===== src/rtl/dds_dual_tone_pkg.sv =====
`timescale 1ns/1ps
package dds_dual_tone_pkg;

  typedef enum logic [1:0] {
    SRC_TONE = 2'd0,
    SRC_EXT  = 2'd1,
    SRC_ZERO = 2'd2
  } src_e;

  // quarter-wave entry k of n, sampled at the centre of its slot
  function automatic int quarter_amp(int k, int n, int amp);
    longint num;
    num = longint'(amp) * longint'(2 * k + 1) * longint'(4 * n - 2 * k - 1);
    return int'(num / (longint'(4) * n * n));
  endfunction

endpackage


===== src/rtl/dds_sine_rom.sv =====
`timescale 1ns/1ps
module dds_sine_rom
  import dds_dual_tone_pkg::*;
#(
  parameter int unsigned LUT_AW = 8,
  parameter int unsigned SMP_W  = 16
) (
  input  logic [LUT_AW+1:0]        lut_ph_i,
  output logic signed [SMP_W-1:0]  sine_o
);
  localparam int N   = 1 << LUT_AW;
  localparam int AMP = (1 << (SMP_W - 1)) - 1;

  logic [SMP_W-2:0]  tbl [N];
  logic [1:0]        quad;
  logic [LUT_AW-1:0] idx;
  logic [LUT_AW-1:0] addr;
  logic [SMP_W-2:0]  mag;

  for (genvar k = 0; k < N; k++) begin : g_tbl
    assign tbl[k] = (SMP_W-1)'(quarter_amp(k, N, AMP));
  end

  assign quad = lut_ph_i[LUT_AW+1:LUT_AW];
  assign idx  = lut_ph_i[LUT_AW-1:0];
  assign addr = quad[0] ? ~idx : idx;
  assign mag  = tbl[addr];

  always_comb begin
    if (quad[1]) sine_o = -$signed({1'b0, mag});
    else         sine_o =  $signed({1'b0, mag});
  end

endmodule


===== src/rtl/dds_tone_lane.sv =====
`timescale 1ns/1ps
module dds_tone_lane #(
  parameter int unsigned PH_W     = 16,
  parameter int unsigned LUT_AW   = 8,
  parameter int unsigned SMP_W    = 16,
  parameter int unsigned SCL_W    = 16,
  parameter int unsigned SCL_FRAC = 14,
  localparam int unsigned CW      = SMP_W + SCL_W - SCL_FRAC
) (
  input  logic                    clk_i,
  input  logic                    rst_ni,
  input  logic                    en_i,
  input  logic                    sync_i,
  input  logic [2*PH_W-1:0]       cfg_fp_i,
  input  logic [SCL_W-1:0]        cfg_scale_i,
  output logic signed [CW-1:0]    contrib_o
);
  localparam int unsigned PW = SMP_W + SCL_W;

  logic [2*PH_W-1:0]        act_fp_q;
  logic [SCL_W-1:0]         act_sc_q;
  logic [PH_W-1:0]          acc_q;
  logic [LUT_AW+1:0]        lut_ph;
  logic signed [SMP_W-1:0]  sine_w;
  logic signed [SMP_W-1:0]  sine_q;
  logic signed [PW-1:0]     prod_w;
  logic signed [CW-1:0]     mag_w;
  logic signed [CW-1:0]     contrib_w;
  logic signed [CW-1:0]     contrib_q;

  // phase = accumulator + start phase, top bits address the table
  assign lut_ph = (LUT_AW+2)'((acc_q + act_fp_q[2*PH_W-1:PH_W]) >> (PH_W - LUT_AW - 2));

  dds_sine_rom #(
    .LUT_AW (LUT_AW),
    .SMP_W  (SMP_W)
  ) u_rom (
    .lut_ph_i (lut_ph),
    .sine_o   (sine_w)
  );

  // sign-magnitude amplitude, floor after the fraction shift
  assign prod_w    = sine_q * $signed({1'b0, act_sc_q[SCL_W-2:0]});
  assign mag_w     = CW'(prod_w >>> SCL_FRAC);
  assign contrib_w = act_sc_q[SCL_W-1] ? -mag_w : mag_w;

  always_ff @(posedge clk_i or negedge rst_ni) begin
    if (!rst_ni) begin
      act_fp_q  <= '0;
      act_sc_q  <= '0;
      acc_q     <= '0;
      sine_q    <= '0;
      contrib_q <= '0;
    end else begin
      if (sync_i) begin
        act_fp_q <= cfg_fp_i;
        act_sc_q <= cfg_scale_i;
        acc_q    <= '0;
      end else if (en_i) begin
        acc_q <= acc_q + act_fp_q[PH_W-1:0];
      end
      if (en_i) begin
        sine_q    <= sine_w;
        contrib_q <= contrib_w;
      end
    end
  end

  assign contrib_o = contrib_q;

  AST_ACC_HOLD: assert property (@(posedge clk_i) disable iff (!rst_ni)
    !en_i && !sync_i |=> $stable(acc_q));

  AST_CFG_IGNORED: assert property (@(posedge clk_i) disable iff (!rst_ni)
    !sync_i |=> $stable(act_fp_q) && $stable(act_sc_q));

endmodule


===== src/rtl/dds_dual_tone_chan.sv =====
`timescale 1ns/1ps
module dds_dual_tone_chan
  import dds_dual_tone_pkg::*;
#(
  parameter int unsigned PH_W     = 16,
  parameter int unsigned LUT_AW   = 8,
  parameter int unsigned SMP_W    = 16,
  parameter int unsigned SCL_W    = 16,
  parameter int unsigned SCL_FRAC = 14,
  parameter int unsigned SEL_W    = 4
) (
  input  logic               clk_i,
  input  logic               rst_ni,
  input  logic               sync_i,
  input  logic [SEL_W-1:0]   src_sel_i,
  input  logic [SCL_W-1:0]   tone0_scale_i,
  input  logic [2*PH_W-1:0]  tone0_fp_i,
  input  logic [SCL_W-1:0]   tone1_scale_i,
  input  logic [2*PH_W-1:0]  tone1_fp_i,
  input  logic               ext_valid_i,
  output logic               ext_ready_o,
  input  logic [SMP_W-1:0]   ext_data_i,
  output logic               out_valid_o,
  input  logic               out_ready_i,
  output logic [SMP_W-1:0]   out_data_o
);
  localparam int unsigned CW    = SMP_W + SCL_W - SCL_FRAC;
  localparam int unsigned SUM_W = CW + 1;
  localparam int unsigned NT    = 2;
  localparam logic [SEL_W-1:0] SEL_TONE = '0;
  localparam logic [SEL_W-1:0] SEL_EXT  = SEL_W'(2);
  localparam logic signed [SUM_W-1:0] SAT_HI = SUM_W'((1 << (SMP_W - 1)) - 1);
  localparam logic signed [SUM_W-1:0] SAT_LO = ~SAT_HI;

  logic [2*PH_W-1:0]     cfg_fp [NT];
  logic [SCL_W-1:0]      cfg_sc [NT];
  logic signed [CW-1:0]  contrib [NT];

  src_e                    src_w;
  logic                    adv;
  logic                    v0;
  logic                    v1_q, v2_q, v3_q;
  src_e                    sel1_q, sel2_q;
  logic [SMP_W-1:0]        ext1_q, ext2_q;
  logic [SMP_W-1:0]        out_q;
  logic signed [SUM_W-1:0] sum_w;
  logic [SMP_W-1:0]        sat_w;
  logic [SMP_W-1:0]        mux_w;

  assign cfg_fp[0] = tone0_fp_i;
  assign cfg_fp[1] = tone1_fp_i;
  assign cfg_sc[0] = tone0_scale_i;
  assign cfg_sc[1] = tone1_scale_i;

  for (genvar g = 0; g < NT; g++) begin : g_lane
    dds_tone_lane #(
      .PH_W     (PH_W),
      .LUT_AW   (LUT_AW),
      .SMP_W    (SMP_W),
      .SCL_W    (SCL_W),
      .SCL_FRAC (SCL_FRAC)
    ) u_lane (
      .clk_i       (clk_i),
      .rst_ni      (rst_ni),
      .en_i        (adv),
      .sync_i      (sync_i),
      .cfg_fp_i    (cfg_fp[g]),
      .cfg_scale_i (cfg_sc[g]),
      .contrib_o   (contrib[g])
    );
  end

  // source decode
  always_comb begin
    if (src_sel_i == SEL_TONE)     src_w = SRC_TONE;
    else if (src_sel_i == SEL_EXT) src_w = SRC_EXT;
    else                           src_w = SRC_ZERO;
  end

  // whole pipeline moves when the output slot is free or being taken
  assign adv         = out_ready_i || !v3_q;
  assign v0          = (src_w == SRC_EXT) ? ext_valid_i : 1'b1;
  assign ext_ready_o = adv && (src_w == SRC_EXT) && !sync_i;

  // two-tone sum with clipping
  assign sum_w = {contrib[0][CW-1], contrib[0]} + {contrib[1][CW-1], contrib[1]};

  always_comb begin
    if (sum_w > SAT_HI)      sat_w = SAT_HI[SMP_W-1:0];
    else if (sum_w < SAT_LO) sat_w = SAT_LO[SMP_W-1:0];
    else                     sat_w = sum_w[SMP_W-1:0];
  end

  always_comb begin
    case (sel2_q)
      SRC_TONE: mux_w = sat_w;
      SRC_EXT:  mux_w = ext2_q;
      default:  mux_w = '0;
    endcase
  end

  always_ff @(posedge clk_i or negedge rst_ni) begin
    if (!rst_ni) begin
      v1_q   <= 1'b0;
      v2_q   <= 1'b0;
      v3_q   <= 1'b0;
      sel1_q <= SRC_ZERO;
      sel2_q <= SRC_ZERO;
      ext1_q <= '0;
      ext2_q <= '0;
      out_q  <= '0;
    end else if (sync_i) begin
      v1_q <= 1'b0;
      v2_q <= 1'b0;
      v3_q <= 1'b0;
    end else if (adv) begin
      v1_q   <= v0;
      v2_q   <= v1_q;
      v3_q   <= v2_q;
      sel1_q <= src_w;
      sel2_q <= sel1_q;
      ext1_q <= ext_data_i;
      ext2_q <= ext1_q;
      out_q  <= mux_w;
    end
  end

  assign out_valid_o = v3_q;
  assign out_data_o  = out_q;

  AST_STALL_HOLD: assert property (@(posedge clk_i) disable iff (!rst_ni)
    out_valid_o && !out_ready_i && !sync_i |=> out_valid_o && $stable(out_data_o));

  AST_SYNC_FLUSH: assert property (@(posedge clk_i) disable iff (!rst_ni)
    sync_i |=> !out_valid_o);

  AST_EXT_READY_MODE: assert property (@(posedge clk_i) disable iff (!rst_ni)
    ext_ready_o |-> src_sel_i == SEL_EXT);

  AST_CLIP_HIGH: assert property (@(posedge clk_i) disable iff (!rst_ni)
    adv && !sync_i && sel2_q == SRC_TONE && sum_w > SAT_HI
    |=> out_data_o == SAT_HI[SMP_W-1:0]);

  AST_CLIP_LOW: assert property (@(posedge clk_i) disable iff (!rst_ni)
    adv && !sync_i && sel2_q == SRC_TONE && sum_w < SAT_LO
    |=> out_data_o == SAT_LO[SMP_W-1:0]);

endmodule


===== config.mk =====
export PLATFORM = sky130hd
export DESIGN_NAME = dds_dual_tone_chan
export DESIGN_NICKNAME = d
export VERILOG_FILES = /design/src/rtl/dds_dual_tone_pkg.sv /design/src/rtl/dds_sine_rom.sv /design/src/rtl/dds_tone_lane.sv /design/src/rtl/dds_dual_tone_chan.sv
export SDC_FILE = /design/constraint.sdc
export NUM_CORES = 2
export LEC_CHECK = 0
export BUFFER_PORTS_ARGS = -buffer_cell sky130_fd_sc_hd__buf_2
export CORE_MARGIN = 4
export CORE_UTILIZATION = 60
export DETAILED_ROUTE_END_ITERATION = 7
export PLACE_DENSITY_LB_ADDON = 0.05
export SLEW_MARGIN = 0
export SYNTH_ARGS = -nofsm -noshare
export SYNTH_HDL_FRONTEND = slang
export SYNTH_SLANG_ARGS = --single-unit

===== constraint.sdc =====
create_clock -name clk_i -period 9 [get_ports clk_i]
set_clock_uncertainty 0.1 [all_clocks]
set_input_delay 2.25 -clock clk_i [delete_from_list [all_inputs] [get_ports clk_i]]
set_output_delay 2.25 -clock clk_i [all_outputs]
set_load 0.02 [all_outputs]

==> metrics.txt <==
Antenna Violating Nets Remaining 0; met3 WL 11500 um; Layout Nets 5646; crit path kind register to register; first-pass GRT wire length 196000 um; CTS H-Tree Depth 2; Worst R2R Start g_lane[1].u_lane.act_sc_q[1]; hold path startpoint ext1_q[4]; Vias 35300; largest net degree at the start of global routing 152; die area 0.0716 mm2; clk slew on worst S/H paths 0.06 ns; CTS tree built; Total GRT Usage 34.3%; area delta synth->final 6.08%; Max Slew Vio Count 0; Yosys reg bits 251; Clock Sinks 251; vias per cell 6.25; commonest non-fill, non-tap cell in the layout nand2_1; met1 WL 50900 um; top sig layer met5; RR Endpoint g_lane[1].u_lane.contrib_o[17]; final cycle utilization of the critical path 88.7%; Buffers on Ports 138; Cells on Worst Hold Path 2; Slew @ Worst Pin 1.26 ns; internal reg-to-reg setup slack 1.02 ns; CTS Hold Bufs 0; clk_lat worst skew 0.57 ns; CTS Buffer Depth 3; syn_area_per_cell 8.45 um2; mapped cell area 0.0404 mm2; quantity of gates resized following cts 0; drt initial violations 3519; postcts setup bufs 0; Cell variety after synth 104; GPL Wtd Cong 1.03; final hold violations 0; status complete, no violations; Worst Path Arrival 8.35 ns; cells on worst reg2reg path 24; crit path max fanout 16; Async S/R FF share, synth 100%; Core ar. 0.0663 mm2; WL final 122000 um; clk root buf clkbuf_16; Worst Hold End ext2_q[4]; cell taking the most area after synthesis fa_1; top cell type's share of synthesized area 24.6%; required time of the critical path 9.37 ns; Ys Warns 0; Final Non-Filler Cells 5643; crit end category register; # DRC 0; max-cap violations 0; Placed Cells 5580; met2 wire length 53700 um; total gr overflow 0; Die W 268 um; top cells by area, synth fa_1, dfrtp_1, ha_1; max frequency 125 MHz; most frequent cells in the layout nand2_1, inv_1, fa_1; endpoints failing setup 0; sequential area share after synthesis 15.5%; num ports 139; Post-synth EDFFs 0; layout cells sized above 1 8.96%; dominant synthesized flop cell dfrtp_1; Max-slew headroom 15.3%; final critical-path required period 7.98 ns; Initial Util 61.0%; Die H 268 um; RSZ-0062 raised after global routing false; CTS buffer count 34; crit path launch type register; DR WL/cell 21.5 um; Post-DP HPWL 92200 um; initial antenna violation count 8; Syn Inst Count 4786; vias in the first global route 35400; Net Count, Synth 5680; Worst Hold Class register to register; cell row count 94; number of detailed-route iterations in the first pass 7; TNS Setup 0 ns
[sequential cells by signal, summed over array words and instances, names as in the netlist]
name	count
out_valid_o	1
sel1_q	2
ext2_q	16
sel2_q	2
v1_q	1
g_lane.u_lane.contrib_o	36
out_data_o	16
v2_q	1
ext1_q	16
g_lane.u_lane.sine_q	32
g_lane.u_lane.act_fp_q	64
g_lane.u_lane.act_sc_q	32
g_lane.u_lane.acc_q	32
[critical path, stage by stage (launching register included)]
cell      delay [ns]
dfrtp_1         0.69
nand2_1         0.24
fa_1            0.71
inv_1           0.14
fa_1            0.53
fa_1            0.45
fa_1            0.51
fa_1            0.49
inv_1           0.05
fa_1            0.47
inv_1           0.04
ha_1            0.38
and2_1          0.20
and3_1          0.17
nand3_1         0.10
nor4_1          0.38
nor2_1          0.08
a31oi_1         0.29
o21ai_0         0.18
xnor2_1         0.35
a2111o_1        0.21
a211oi_1        0.08
or4b_2          0.68
and4_1          0.20
o31ai_1         0.19
[area by class of cell]
type                            instances  area, um2
Clock buffer                           43        915
Fill cell                            5824      23400
Tap cell                              864       1080
Multi-Input combinational cell       3631      30800
Clock inverter                         17        272
Sequential cell                       251       6280
Antenna cell                            3       7.51
Inverter                              630       2370
Timing Repair Buffer                  204       1210
[routing by layer]
metal	global-route usage (%)	vias up
li1	-	16000
met1	47.6	17200
met2	52.6	1696
met3	7.83	357
met4	13.5	10
met5	0	-
[Yosys cell counts (all sizes together), types with 30 or more instances]
library cell / count
or3: 32
o21ai: 177
ha: 276
nand2: 641
fa: 497
buf: 51
xnor2: 127
o22ai: 41
mux2i: 49
nand3: 116
nand4: 30
inv: 627
clkbuf: 223
nor2: 236
dfrtp: 249
a211oi: 50
nor3: 76
nor4: 30
a31oi: 51
and2: 247
a21o: 41
xor2: 58
mux2: 104
a21oi: 257
o211ai: 46
[stage by stage]
step	setup WS, ns	hold WS [ns]	utilization [%]	cell area [um2]
floorplan	1.69	0.335	-	40400
global placement	1.21	0.342	62.9	41700
detailed placement	1.07	0.350	62.9	41700
CTS	1.04	0.367	64.7	42900
global route	0.413	0.393	64.7	42900
finish	1.02	0.364	64.7	42900
[worst max-delay path by stage]
stage,start,end,slack [ns]
final,g_lane[1].u_lane.act_sc_q[1],g_lane[1].u_lane.contrib_o[17],1.02
after floorplan,g_lane[1].u_lane.act_sc_q[1],g_lane[1].u_lane.contrib_o[17],1.69
after detailed placement,g_lane[1].u_lane.act_sc_q[2],g_lane[1].u_lane.contrib_o[17],1.07
after global placement,g_lane[1].u_lane.act_sc_q[1],g_lane[1].u_lane.contrib_o[17],1.21
after CTS,g_lane[1].u_lane.act_sc_q[1],g_lane[1].u_lane.contrib_o[17],1.04
after global routing,g_lane[1].u_lane.sine_q[15],g_lane[1].u_lane.contrib_o[17],0.41
[cells by family after synthesis]
kind of cell,after synthesis,share of synthesized area [%]
simple gates,1527,17.9
compound gates,988,16.4
buf+inv,904,8.61
fa+ha+maj,774,33.2
flops,251,15.5
xor+xnor,188,4.29
mux,154,4.16
Power is not shown: default switching activity piles up to over one toggle a cycle in this logic, so the estimate is an artifact.
